[config.mk]
export PLATFORM = sky130hd
export DESIGN_NAME = sro_readout_gen
export DESIGN_NICKNAME = d
export VERILOG_FILES = /design/src/rtl/sro_pkg.sv /design/src/rtl/sro_timing.sv /design/src/rtl/sro_row_map.sv /design/src/rtl/sro_col_map.sv /design/src/rtl/sro_readout_gen.sv
export SDC_FILE = /design/constraint.sdc
export NUM_CORES = 1
export LEC_CHECK = 0
export BUFFER_PORTS_ARGS = -buffer_cell sky130_fd_sc_hd__clkbuf_2
export CORE_MARGIN = 10
export CORE_UTILIZATION = 45
export CTS_CLUSTER_SIZE = 12
export DETAILED_ROUTE_END_ITERATION = 16
export REMOVE_ABC_BUFFERS = 1
export SETUP_SLACK_MARGIN = 0.15
export SLEW_MARGIN = 20
export SYNTH_ARGS = -nofsm -noshare
export SYNTH_HDL_FRONTEND = slang
export SYNTH_SLANG_ARGS = --single-unit
[constraint.sdc]
create_clock -name clk -period 5.9 [get_ports clk]
set_clock_uncertainty 0.2 [all_clocks]
set_input_delay 0.59 -clock clk [delete_from_list [all_inputs] [get_ports clk]]
set_output_delay 0.59 -clock clk [all_outputs]
set_load 0.005 [all_outputs]
[src/rtl/sro_pkg.sv]
package sro_pkg;

    typedef struct packed {
        logic mir_h;
        logic mir_v;
        logic mon;
    } sro_cfg_t;

    // rows kept by the pair-keep/pair-skip pattern out of a given row count
    function automatic int kept_rows(input int rows);
        return (rows / 4) * 2 + (((rows % 4) > 1) ? 2 : (rows % 4));
    endfunction

endpackage

[src/rtl/sro_timing.sv]
module sro_timing
    import sro_pkg::*;
#(
    parameter int LINE_CLKS  = 780,
    parameter int HD_HIGH    = 79,
    parameter int FRAME_NORM = 525,
    parameter int FRAME_MON  = 262,
    parameter int VD_LINES   = 3,
    parameter int VD_OFS     = 40,
    parameter int HW         = $clog2(LINE_CLKS),
    parameter int VW         = $clog2(FRAME_NORM)
) (
    input  logic          clk,
    input  logic          rst_n,
    input  sro_cfg_t      cfg_i,
    output logic [HW-1:0] h_o,
    output logic [VW-1:0] v_o,
    output sro_cfg_t      cfg_o,
    output logic          hd_o,
    output logic          vd_o
);

    localparam logic [HW-1:0] H_LAST      = HW'(LINE_CLKS - 1);
    localparam logic [VW-1:0] V_LAST_NORM = VW'(FRAME_NORM - 1);
    localparam logic [VW-1:0] V_LAST_MON  = VW'(FRAME_MON - 1);

    typedef struct packed {
        logic [HW-1:0] h;
        logic [VW-1:0] v;
        sro_cfg_t      cfg;
        logic          hd;
        logic          vd;
    } tim_t;

    tim_t          s_d, s_q;
    logic [VW-1:0] last_line;

    always_comb begin
        s_d       = s_q;
        last_line = s_q.cfg.mon ? V_LAST_MON : V_LAST_NORM;
        if (s_q.h == H_LAST) begin
            s_d.h = '0;
            if (s_q.v == last_line) begin
                s_d.v   = '0;
                s_d.cfg = cfg_i;
            end else begin
                s_d.v = s_q.v + 1'b1;
            end
        end else begin
            s_d.h = s_q.h + 1'b1;
        end
        s_d.hd = (int'(s_q.h) < HD_HIGH);
        s_d.vd = ((int'(s_q.v) < VD_LINES) && !((s_q.v == '0) && (int'(s_q.h) < VD_OFS)))
              || ((int'(s_q.v) == VD_LINES) && (int'(s_q.h) < VD_OFS));
    end

    always_ff @(posedge clk) begin
        if (!rst_n) s_q <= '0;
        else        s_q <= s_d;
    end

    assign h_o   = s_q.h;
    assign v_o   = s_q.v;
    assign cfg_o = s_q.cfg;
    assign hd_o  = s_q.hd;
    assign vd_o  = s_q.vd;

    a_r1_hd_rise_at_line_start: assert property (@(posedge clk) disable iff (!rst_n)
        $rose(s_q.hd) |-> (s_q.h == HW'(1)));

    a_r1_hd_fall_after_width: assert property (@(posedge clk) disable iff (!rst_n)
        $fell(s_q.hd) |-> (s_q.h == HW'(HD_HIGH + 1)));

    a_r2_frame_wrap_length: assert property (@(posedge clk) disable iff (!rst_n)
        ((s_q.v == '0) && ($past(s_q.v) != '0)) |-> ($past(s_q.v) == $past(last_line)));

    a_r3_vd_edge_inside_hd: assert property (@(posedge clk) disable iff (!rst_n)
        !$stable(s_q.vd) |-> s_q.hd);

    a_r9_cfg_only_at_frame_start: assert property (@(posedge clk) disable iff (!rst_n)
        !$stable(s_q.cfg) |-> ((s_q.h == '0) && (s_q.v == '0)));

endmodule

[src/rtl/sro_row_map.sv]
module sro_row_map #(
    parameter int ACT_ROWS = 493,
    parameter int OB_ROWS  = 3,
    parameter int V_START  = 6,
    parameter int VW       = 10,
    parameter int RW       = $clog2(ACT_ROWS + 1)
) (
    input  logic [VW-1:0] v_i,
    input  logic          mon_i,
    input  logic          mir_v_i,
    output logic          on_o,
    output logic          ob_o,
    output logic [RW-1:0] row_o
);

    localparam int MON_ROWS = sro_pkg::kept_rows(ACT_ROWS);

    int k_v, j_v, n_v, act_v;

    always_comb begin
        on_o  = 1'b0;
        ob_o  = 1'b0;
        row_o = '0;
        act_v = mon_i ? MON_ROWS : ACT_ROWS;
        k_v   = int'(v_i) - V_START;
        j_v   = k_v - OB_ROWS;
        n_v   = mon_i ? (((j_v >> 1) << 2) + (j_v & 1)) : j_v;
        if (k_v >= 0) begin
            if (k_v < OB_ROWS) begin
                on_o = 1'b1;
                ob_o = 1'b1;
            end else if (j_v < act_v) begin
                on_o  = 1'b1;
                row_o = RW'(mir_v_i ? (ACT_ROWS - n_v) : (n_v + 1));
            end else if (j_v < act_v + OB_ROWS) begin
                on_o = 1'b1;
                ob_o = 1'b1;
            end
        end
    end

endmodule

[src/rtl/sro_col_map.sv]
module sro_col_map #(
    parameter int ACT_COLS = 655,
    parameter int OB_COLS  = 24,
    parameter int H_START  = 8,
    parameter int HW       = 10,
    parameter int CW       = $clog2(ACT_COLS + 1)
) (
    input  logic [HW-1:0] h_i,
    input  logic          mir_h_i,
    output logic          on_o,
    output logic          ob_o,
    output logic [CW-1:0] col_o
);

    localparam int TOT_COLS = 2 * OB_COLS + ACT_COLS;

    int c_v, m_v;

    always_comb begin
        on_o  = 1'b0;
        ob_o  = 1'b0;
        col_o = '0;
        c_v   = int'(h_i) - H_START;
        m_v   = c_v - OB_COLS;
        if (c_v >= 0 && c_v < TOT_COLS) begin
            on_o = 1'b1;
            if (m_v < 0 || m_v >= ACT_COLS) ob_o = 1'b1;
            else col_o = CW'(mir_h_i ? (ACT_COLS - m_v) : (m_v + 1));
        end
    end

endmodule

[src/rtl/sro_readout_gen.sv]
module sro_readout_gen
    import sro_pkg::*;
#(
    parameter int ACT_COLS   = 655,
    parameter int ACT_ROWS   = 493,
    parameter int OB_COLS    = 24,
    parameter int OB_ROWS    = 3,
    parameter int LINE_CLKS  = 780,
    parameter int HD_HIGH    = 79,
    parameter int H_START    = 8,
    parameter int FRAME_NORM = 525,
    parameter int FRAME_MON  = 262,
    parameter int V_START    = 6,
    parameter int VD_LINES   = 3,
    parameter int VD_OFS     = 40,
    parameter int OB_LEVEL   = 16,
    parameter int RW         = $clog2(ACT_ROWS + 1),
    parameter int CW         = $clog2(ACT_COLS + 1)
) (
    input  logic          clk,
    input  logic          rst_n,
    input  logic          mirror_h,
    input  logic          mirror_v,
    input  logic          monitor_en,
    output logic          hd,
    output logic          vd,
    output logic          pix_valid,
    output logic          ob_flag,
    output logic [RW-1:0] row_idx,
    output logic [CW-1:0] col_idx,
    output logic [7:0]    pix_data
);

    localparam int HW = $clog2(LINE_CLKS);
    localparam int VW = $clog2(FRAME_NORM);

    typedef struct packed {
        logic          valid;
        logic          ob;
        logic [RW-1:0] row;
        logic [CW-1:0] col;
        logic [7:0]    data;
    } out_t;

    sro_cfg_t      cfg_in, cfg_cur;
    logic [HW-1:0] h_cnt;
    logic [VW-1:0] v_cnt;
    logic          line_on, line_ob, px_on, px_ob;
    logic [RW-1:0] row_m;
    logic [CW-1:0] col_m;
    out_t          o_d, o_q;

    assign cfg_in = '{mir_h: mirror_h, mir_v: mirror_v, mon: monitor_en};

    sro_timing #(
        .LINE_CLKS(LINE_CLKS), .HD_HIGH(HD_HIGH), .FRAME_NORM(FRAME_NORM),
        .FRAME_MON(FRAME_MON), .VD_LINES(VD_LINES), .VD_OFS(VD_OFS),
        .HW(HW), .VW(VW)
    ) i_timing (
        .clk(clk), .rst_n(rst_n), .cfg_i(cfg_in),
        .h_o(h_cnt), .v_o(v_cnt), .cfg_o(cfg_cur), .hd_o(hd), .vd_o(vd)
    );

    sro_row_map #(
        .ACT_ROWS(ACT_ROWS), .OB_ROWS(OB_ROWS), .V_START(V_START), .VW(VW), .RW(RW)
    ) i_row_map (
        .v_i(v_cnt), .mon_i(cfg_cur.mon), .mir_v_i(cfg_cur.mir_v),
        .on_o(line_on), .ob_o(line_ob), .row_o(row_m)
    );

    sro_col_map #(
        .ACT_COLS(ACT_COLS), .OB_COLS(OB_COLS), .H_START(H_START), .HW(HW), .CW(CW)
    ) i_col_map (
        .h_i(h_cnt), .mir_h_i(cfg_cur.mir_h),
        .on_o(px_on), .ob_o(px_ob), .col_o(col_m)
    );

    always_comb begin
        o_d       = '0;
        o_d.valid = line_on && px_on;
        if (o_d.valid) begin
            o_d.ob = line_ob || px_ob;
            if (o_d.ob) begin
                o_d.data = 8'(OB_LEVEL);
            end else begin
                o_d.row  = row_m;
                o_d.col  = col_m;
                o_d.data = 8'((int'(row_m) % 16) * 16 + (int'(col_m) % 16));
            end
        end
    end

    always_ff @(posedge clk) begin
        if (!rst_n) o_q <= '0;
        else        o_q <= o_d;
    end

    assign pix_valid = o_q.valid;
    assign ob_flag   = o_q.ob;
    assign row_idx   = o_q.row;
    assign col_idx   = o_q.col;
    assign pix_data  = o_q.data;

    a_r4_ob_indices_zero: assert property (@(posedge clk) disable iff (!rst_n)
        (pix_valid && ob_flag) |-> ((row_idx == '0) && (col_idx == '0)));

    a_r10_ob_level: assert property (@(posedge clk) disable iff (!rst_n)
        (pix_valid && ob_flag) |-> (pix_data == 8'(OB_LEVEL)));

    a_r11_idle_quiet: assert property (@(posedge clk) disable iff (!rst_n)
        !pix_valid |-> ((pix_data == '0) && !ob_flag && (row_idx == '0) && (col_idx == '0)));

    a_r5_col_step: assert property (@(posedge clk) disable iff (!rst_n)
        (pix_valid && !ob_flag && $past(pix_valid && !ob_flag)) |->
        (col_idx == (cfg_cur.mir_h ? CW'($past(col_idx) - 1'b1) : CW'($past(col_idx) + 1'b1))));

    a_r7_row_hold_in_line: assert property (@(posedge clk) disable iff (!rst_n)
        (pix_valid && !ob_flag && $past(pix_valid && !ob_flag)) |-> $stable(row_idx));

endmodule

Word-level counts from Yosys, hierarchy flattened
Cells that the tools add are included.
{ "classes": {"n_addsub": 13, "order_cmp": 11, "n_eq_ne": 3, "reduce_logical": 16, "mux": 22, "n_bitwise": 5} }
{ "ops": {"columns": ["cell", "n"], "rows": [
  ["adder 32 x 3 -> 32 bit, second input constant", 1],
  ["greater-or-equal comparator 32 x 11 -> 1 bit, second input constant", 1],
  ["< comparator 32 x 1 -> 1 bit, second input constant", 1],
  ["< comparator 32 x 10 -> 1 bit", 1],
  ["< comparator 32 bit", 1],
  ["2-to-1 mux 10 bit", 3],
  ["2-to-1 mux 9 bit", 3],
  ["greater-or-equal comparator 11 x 1 -> 1 bit, second input constant", 2],
  ["adder 10 x 1 -> 10 bit, second input constant", 2],
  ["2-to-1 mux 4 bit", 5],
  ["subtractor 11 x 3 -> 12 bit, second input constant", 1],
  ["subtractor 11 x 6 -> 12 bit, second input constant", 1],
  ["< comparator 11 bit, second input constant", 1],
  ["< comparator 11 x 3 -> 1 bit, second input constant", 1],
  ["subtractor 10 x 3 -> 11 bit, second input constant", 1],
  ["subtractor 10 x 4 -> 11 bit, second input constant", 1],
  ["adder 10 x 2 -> 10 bit, second input constant", 1],
  ["== test 10 bit", 1],
  ["== test 10 bit, second input constant", 1],
  ["== test 10 x 3 -> 1 bit, second input constant", 1],
  ["zero test 10 bit", 1],
  ["< comparator 10 x 2 -> 1 bit, second input constant", 1],
  ["< comparator 10 x 6 -> 1 bit, second input constant", 1],
  ["< comparator 10 x 7 -> 1 bit, second input constant", 1],
  ["other kinds (16)", 36]
]} }
{ "word_totals": {"reg_bits": 54, "wordCells": 85} }

Depth between registers and ports, before layout
Gate-level depths: netlist of run 1.
{ "logic_depth": {"ltp_word": 11, "depth_mapped": 15, "ltp_nobuf": 12} }

Hierarchy
A second synthesis of run 1 with hierarchy kept.
{ "unflattened": {"hier_cells": 484, "hier_area_um2": 3960.0} }
{ "modules_own_cells": {"columns": ["module", "cells_per_inst", "area_per_inst_um2", "n_inst", "seq_area_each_um2"], "rows": [
  ["sro_timing", 140, 1216.2, 1, 500.5],
  ["sro_row_map", 168, 1214.9, 1, 0.0],
  ["sro_col_map", 101, 823.3, 1, 0.0],
  ["sro_readout_gen", 75, 705.7, 1, 440.4]
]} }

Worst setup path before layout of run 1
OpenSTA, ideal clock, no wires.
{ "synth_timing": {"kind": "reg-to-reg", "start": "reg i_timing.s_q (netlist bit i_timing.v_o[2])", "end": "reg o_q (netlist bit col_idx[6])", "path_buffers": 2, "stages_incl_launch_ff": 15, "synth_period_minus_slack_ns": 3.680, "t_arrival_ns": 3.417, "setup_ns": 0.063, "path_slack_ns": 2.220, "path_cell_list": "dfxtp_1 > ha_1 > nor3_1 > nand2_1 > xor2_1 > nand4_1 > or3_1 > ha_1 > nand2_1 > nand2_1 > a31oi_1 > or4b_1 > buf_6 > buf_12 > nor2_4"} }
{ "synth_between": {"elab_chain_cells": 10, "elab_cells_between_ends": 17, "cone_classes": "add/sub (2); order compare (4); mux (7); bitwise (1); reduce/logical (3)"} }
{ "synth_lines": {"columns": ["item", "line", "source"], "rows": [
  ["start: declaration", "sro_timing.sv:35", "tim_t s_d, s_q;"],
  ["start signal: assignment", "sro_timing.sv:58", "if (!rst_n) s_q <= '0;"],
  ["start signal: assignment", "sro_timing.sv:59", "else s_q <= s_d;"],
  ["subtractor 10 x 3 -> 11 bit (*)", "sro_row_map.sv:25", "k_v = int'(v_i) - V_START;"],
  ["subtractor 11 x 3 -> 12 bit", "sro_row_map.sv:26", "j_v = k_v - OB_ROWS;"],
  ["< comparator 32 bit", "sro_row_map.sv:35", "end else if (j_v < act_v + OB_ROWS) begin"],
  ["2-to-1 mux 1 bit", "sro_row_map.sv:35", null],
  ["2-to-1 mux 1 bit", "sro_row_map.sv:32", "end else if (j_v < act_v) begin"],
  ["2-to-1 mux 1 bit", "sro_row_map.sv:29", "if (k_v < OB_ROWS) begin"],
  ["2-to-1 mux 1 bit", "sro_row_map.sv:28", "if (k_v >= 0) begin"],
  ["logical AND 1 bit", "sro_readout_gen.sv:80", "o_d.valid = line_on && px_on;"],
  ["NOT 1 bit (no source line)", null, null],
  ["OR reduction 5 bit (no source line) (*)", null, null],
  ["end signal: assignment", "sro_readout_gen.sv:94", "if (!rst_n) o_q <= '0;"],
  ["end signal: assignment", "sro_readout_gen.sv:95", "else o_q <= o_d;"],
  ["end: declaration", "sro_readout_gen.sv:51", "out_t o_d, o_q;"]
]} }
Every way passes the cells marked *; elsewhere a longest branch is shown, timed or not.
A chain may end at the register's enable or synchronous reset.

Worst setup path after layout of run 1
{ "layout_timing": {"start": "reg i_timing.s_q (netlist bit i_timing.v_o[1])", "end": "reg o_q (netlist bit row_idx[4])"} }
{ "layout_between": {"elab_chain_cells": 10, "elab_cells_between_ends": 24, "cone_classes": "add/sub (5); order compare (4); mux (9); bitwise (3); reduce/logical (3)"} }
{ "layout_lines": {"columns": ["item", "line"], "rows": [
  ["subtractor 10 x 3 -> 11 bit (*)", "sro_row_map.sv:25"],
  ["subtractor 11 x 3 -> 12 bit", "sro_row_map.sv:26"],
  ["< comparator 32 bit", "sro_row_map.sv:35"],
  ["2-to-1 mux 1 bit", "sro_row_map.sv:35"],
  ["2-to-1 mux 1 bit", "sro_row_map.sv:32"],
  ["2-to-1 mux 1 bit", "sro_row_map.sv:29"],
  ["2-to-1 mux 1 bit", "sro_row_map.sv:28"],
  ["logical AND 1 bit", "sro_readout_gen.sv:80"],
  ["NOT 1 bit (no source line)", null],
  ["OR reduction 6 bit (no source line)", null]
]} }
Marks and branches as above.

==> metrics.cfg, run 1 <==
[placed_design]
dpl-instance-area_um2 = 3590
hpwl_mm = 5.92
port-buffer-count = 35
place.gp.congestion = 0.882

[setup_path]
crit_fanout = 17
cp-startpoint = i_timing.v_o[1]$_SDFFE_PN0P_
r2r_setup_slack_ns = 1.28
end_kind = register
crit_type = reg2reg
cp.arrival_ns = 4.64
reg2reg_depth = 12
crit_path_start_kind = register
r2r_end = row_idx[4]$_SDFF_PP0_
regToRegStartpoint = i_timing.v_o[1]$_SDFFE_PN0P_
cp.required_ns = 5.92
crit_end = row_idx[4]$_SDFF_PP0_

[die]
fp.dieW_um = 108
die_h_um = 108
dieArea_um2 = 11700
initial_core_util = 0.457
coreArea_um2 = 7650
placementRows = 32
ios = 36

[sta]
slew_viol_final = 0
timing.setup.tns_ns = 0
setup_viol = 0
hold-worst-slack_ns = 0.286
hold_viol = 0
tightest_slew_ns = 0.783
fmax_ghz = 0.216
finalCriticalPeriod_ns = 4.62
period_share = 0.783
rsz0062_at_grt = no
relSlewSlack = 0.477

[clock_tree]
cts_setup_buffers = 0
cts_buffers = 5
cts-resized-gates = 0
cts_max_level = 2
cts_tree = built
clk_pin_slew_worst_paths_ns = 0.09
clock_tree.buffer_depth = 2
clk_latency_ns = 0.31
cts.sinks = 47
postCtsHoldBufs = 0
root_buffer = clkbuf_8

[global_routing]
grt_pass1_wl_mm = 13.2
grt_max_degree = 24
grt_antenna_before_repair = 0
grt_util_all_layers = 0.136
grt_pass1_vias = 2695
overflow = 0

[synthesis]
synth.top_cell.area_share = 0.269
synth_top_area_cell = dfxtp_1
synth-seq-cells = 47
synth_area_leaders = dfxtp_1 27%, xnor2_1 8.5%, ha_1 6.4%
async_flop_share = 0
synth-edff-count = 0
ys_seq_area_frac = 0.269
synth_top_flop_cell = dfxtp_1
synthDistinctLibCells = 61
syn_area_um2 = 3490
netlist_instances = 431
synth_warnings = 0
synth.avg_cell_area_um2 = 8.10

[final_layout]
final_layout_size_suffix_gt1_frac = 0.150
nFillCells = 753
final_net_count = 461
postLayoutCoreUtil = 0.487
syn_to_final_growth_pct = 6.74
n_antenna_cell = 0
stdcell_area_um2 = 3730

[power_and_ir_drop]
pwr_density_cell_nw_per_um2 = 166
power.leakage_nw = 1.44
power.total_uw = 619
p_sw_frac = 0.201
irDropWorstVdd_mv = 0.107
p_comb_frac = 0.024
clockPowerShare = 0.456
internal_power_uw = 494
power.switching_uw = 125
share_seq_of_total_power = 0.519

[route]
drc_errors = 0
viasPerCell = 5.38
vias = 2913
dr.pass1.iters = 4
drtIter0Drc = 124
postRouteWirelength_mm = 7.83
ant_nets = 0
wl_per_cell_um = 14.5

[worst_hold_path]
hp-class = reg2reg

[outcome]
status = completed

[run]
drv_cap = 0

[routing by layer]
metal	part of all wire	track usage	vias to the layer above
met4	0.016	0.0448	0
met1	0.49	0.189	1330
li1	-	-	1504
met5	0	0	-
met2	0.43	0.203	70
met3	0.070	0.0309	9
[final cells by class]
type / instances / area, µm² / area share
clock buffer: 6 / 72.6 / 0.0195
clock inverter: 2 / 60.1 / 0.0161
inverter: 19 / 71.3 / 0.0191
multi-input combinational: 330 / 2280 / 0.612
sequential: 47 / 941 / 0.252
tap: 102 / 128 / 0.0342
timing repair buffer: 35 / 175 / 0.0470
[worst max-delay path, cell delays in order, from the launching register on]
cell,delay [ns]
dfxtp_1,0.45
ha_1,0.34
nor3_1,0.36
nand2_1,0.15
xor2_1,0.45
nand4_1,0.18
or3_1,0.43
ha_1,0.37
nand2_1,0.08
nand2_1,0.05
a31oi_1,0.17
or4b_2,0.98
nor3b_1,0.32
[Yosys cell counts (all sizes together), types with 4 or more instances]
| library cell | number |
|---|---|
| nand4 | 7 |
| mux2i | 14 |
| nor2 | 57 |
| nor4 | 4 |
| a21oi | 18 |
| a21boi | 4 |
| ha | 18 |
| o2111ai | 5 |
| o21ai | 15 |
| and3 | 8 |
| dfxtp | 47 |
| or3 | 5 |
| and2 | 5 |
| nand3 | 19 |
| nand2 | 24 |
| or4 | 4 |
| xor2 | 19 |
| buf | 18 |
| a31oi | 4 |
| nor2b | 6 |
| clkbuf | 17 |
| nor3 | 17 |
| nor3b | 7 |
| xnor2 | 34 |
| inv | 19 |
[power by group through the flow]
stage	clock network (mW)	registers, mW	logic, mW
after global placement	0	0.329	0.0150
after CTS	0.292	0.321	0.0153
final	0.282	0.321	0.0150
after global routing	0.303	0.322	0.0173
after detailed placement	0	0.329	0.0152
after floorplan	0	0.328	0.0104
[state kept, by name, summed over array words and instances (netlist names)]
name	cells
i_timing.vd_o	1
row_idx	9
pix_data	2
i_timing.v_o	10
ob_flag	1
col_idx	9
i_timing.h_o	10
i_timing.hd_o	1
i_timing.cfg_o	3
pix_valid	1
[metrics by stage]
step                instances  setup slack, ns
floorplan                 396             1.80
global placement          533             1.39
detailed placement        533             1.18
CTS                       541             1.14
global route              541            0.804
finish                    541             1.28
[logic make-up after synthesis]
logic type	share of synthesized area
AO/OA/AOI/OAI	0.131
XOR/XNOR	0.133
adder cells (fa/ha/maj)	0.0645
buffers and inverters	0.0777
flip-flops	0.269
multiplexers	0.0434
AND/OR/NAND/NOR	0.281
[layout by cell type, fill, tap and decap left out, drive strengths merged, types with 5 or more instances in the layout]
cell type / synthesis / final
clkbuf: 17 / 41
dfxtp: 47 / 47
o2111ai: 5 / 5
o21ai: 15 / 15
nand2: 24 / 24
and3: 8 / 8
nor3: 17 / 17
and2: 5 / 5
nor2: 57 / 57
xnor2: 34 / 34
nand4: 7 / 7
nor3b: 7 / 7
xor2: 19 / 19
nor2b: 6 / 6
a21oi: 18 / 18
mux2i: 14 / 14
inv: 19 / 19
nand3: 19 / 19
or3: 5 / 5
ha: 18 / 18
[worst min path at each step]
stage | start | to | slack [ns] | cells after the start
floorplan | i_timing.h_o[0]$_SDFF_PP0_ | col_idx[0]$_SDFF_PP0_ | 0.25 | 1
global placement | i_timing.h_o[0]$_SDFF_PP0_ | col_idx[0]$_SDFF_PP0_ | 0.26 | 1
detailed placement | i_timing.h_o[0]$_SDFF_PP0_ | i_timing.h_o[0]$_SDFF_PP0_ | 0.27 | 1
CTS | i_timing.h_o[0]$_SDFF_PP0_ | i_timing.h_o[0]$_SDFF_PP0_ | 0.29 | 1
global route | i_timing.h_o[0]$_SDFF_PP0_ | col_idx[0]$_SDFF_PP0_ | 0.32 | 1
finish | i_timing.h_o[0]$_SDFF_PP0_ | col_idx[0]$_SDFF_PP0_ | 0.29 | 1
Power figures use the tool's default switching activity.
==> run 2: changes to the inputs <==
- PLACE_DENSITY: default -> 0.66
- clock period: 5.9 -> 4 ns (I/O delays scaled with it)
==> run 2 against run 1 <==
Flip-flop and latch count unchanged. Combinational power is 51% higher. Maximum frequency is 27% higher. Cell count grew 3.1%.
==> metrics.cfg, run 2 (same netlist as run 1, synthesis figures left out) <==
[clock_tree]
cts.sinks = 47
clock_tree.buffer_depth = 2
cts_tree = built
cts_buffers = 5
root_buffer = clkbuf_8
clk_pin_slew_worst_paths_ns = 0.09
cts_max_level = 2
postCtsHoldBufs = 0
clk_latency_ns = 0.31

[global_routing]
grt_pass1_vias = 2743
overflow = 0
grt_util_all_layers = 0.135
grt_pass1_wl_mm = 13.1
grt_max_degree = 23
grt_antenna_before_repair = 0

[sta]
tightest_slew_ns = 0.618
fmax_ghz = 0.274
period_share = 0.913
slew_viol_final = 0
setup_viol = 0
hold_viol = 0
relSlewSlack = 0.585
rsz0062_at_grt = no
finalCriticalPeriod_ns = 3.65

[setup_path]
path_delay_family = simple AND/OR/NAND/NOR gates
cp_slowest_stage_delay_ns = 0.55
crit_fanout = 10
cp.required_ns = 4.06
cp_slowest_cell = or4b_4
path_common_cell = nand2_1
crit_chain = or4_4, and2b_1, xnor2_1, nand4_1, or3_1, ha_1, nand2_1, nand2_1, a31oi_1, or4b_4, buf_6, nor2_4
cp.arrival_ns = 3.71
path_buf_inv = 1
crit_path_start_kind = register
end_kind = register
crit_type = reg2reg

[route]
wl_per_cell_um = 13.9
drc_errors = 0
vias = 3013
viasPerCell = 5.40
dr.pass1.iters = 4
ant_nets = 0
postRouteWirelength_mm = 7.75
drtIter0Drc = 164

[die]
initial_core_util = 0.457
placementRows = 32
ios = 36
dieArea_um2 = 11700
coreArea_um2 = 7650
fp.dieW_um = 108
die_h_um = 108

[placed_design]
hpwl_mm = 5.99
place.gp.congestion = 0.874
port-buffer-count = 35
dp.cells = 550
dpl-instance-area_um2 = 3720

[worst_hold_path]
hp-class = in2reg

[final_layout]
syn_to_final_growth_pct = 10.7
n_antenna_cell = 0
final_net_count = 478
nFillCells = 767
mostFrequentLayoutCell = nor2_1
final_layout_size_suffix_gt1_frac = 0.193
fin_cells = 558
stdcell_area_um2 = 3870
final_cell_mix = 47 x nor2_1, 45 x dfxtp_1, 35 x clkbuf_2, 33 x xnor2_1, 24 x nand2_1

[run]
drv_cap = 0

[power_and_ir_drop]
irDropWorstVdd_mv = 0.117
power.leakage_nw = 1.54
pwr_density_cell_nw_per_um2 = 227

[outcome]
status = completed

==> run 2: routing by layer <==
layer / up-vias / GRT usage / wire (µm)
met3: 8 / 0.0297 / 503
met1: 1394 / 0.180 / 3650
met4: 0 / 0.0420 / 89
met2: 76 / 0.212 / 3510
met5: - / 0 / 0
li1: 1535 / - / -
==> run 2: path summary, 6_finish.rpt <==
check	cells after the start	slack [ns]	startpoint	endpoint
worst max-delay path	12	0.35	i_timing.v_o[6]$_SDFFE_PN0P_	col_idx[5]$_SDFF_PP0_
worst min-delay path	3	0.15	mirror_h	i_timing.cfg_o[2]$_SDFFE_PN0P_
worst max register to register	12	0.35	i_timing.v_o[6]$_SDFFE_PN0P_	col_idx[5]$_SDFF_PP0_
worst min register to register	1	0.29	i_timing.h_o[0]$_SDFF_PP0_	col_idx[0]$_SDFF_PP0_
==> run 2: report_power, final <==
part           switching, mW  total, mW  internal [mW]
clock                  0.175      0.381          0.206
combinational         0.0138     0.0227        0.00891
sequential           0.00322      0.474          0.471
==> run 2: timing repair <==
action	4_1_cts	5_1_grt
pin swaps	0	0
gates resized for setup	2	4
endpoints found under the setup margin	10	16
setup buffers	0	0
==> run 2: area by class of cell <==
class,instances,area (µm²),area share
clock buffers,6,82.6,0.0214
flip-flops and latches,47,943,0.244
clock inverters,2,38.8,0.0100
repair buffers,52,307,0.0793
multi-input cells,330,2300,0.594
inverters,19,71.3,0.0184
well taps,102,128,0.0330
==> run 2: stage by stage <==
stage	util	setup WS [ns]	hold WS [ns]	setup TNS (ns)	power, mW
detailed placement	0.487	0.138	0.276	0	0.508
global route	0.506	0.156	0.142	0	0.913
global placement	0.487	0.220	0.258	0	0.507
CTS	0.504	0.231	0.133	0	0.889
floorplan	-	-0.103	0.247	-0.724	0.500
finish	0.506	0.348	0.150	0	0.877
==> run 2: worst reg2reg max path: cells and delay by family, from the launching register on <==
family	cells	cell delay, ns
XOR/XNOR	1	0.18
AND/OR/NAND/NOR	8	2.10
buffers and inverters	1	0.22
adder cells (fa/ha/maj)	1	0.36
AO/OA/AOI/OAI	1	0.16
flip-flops	1	0.38
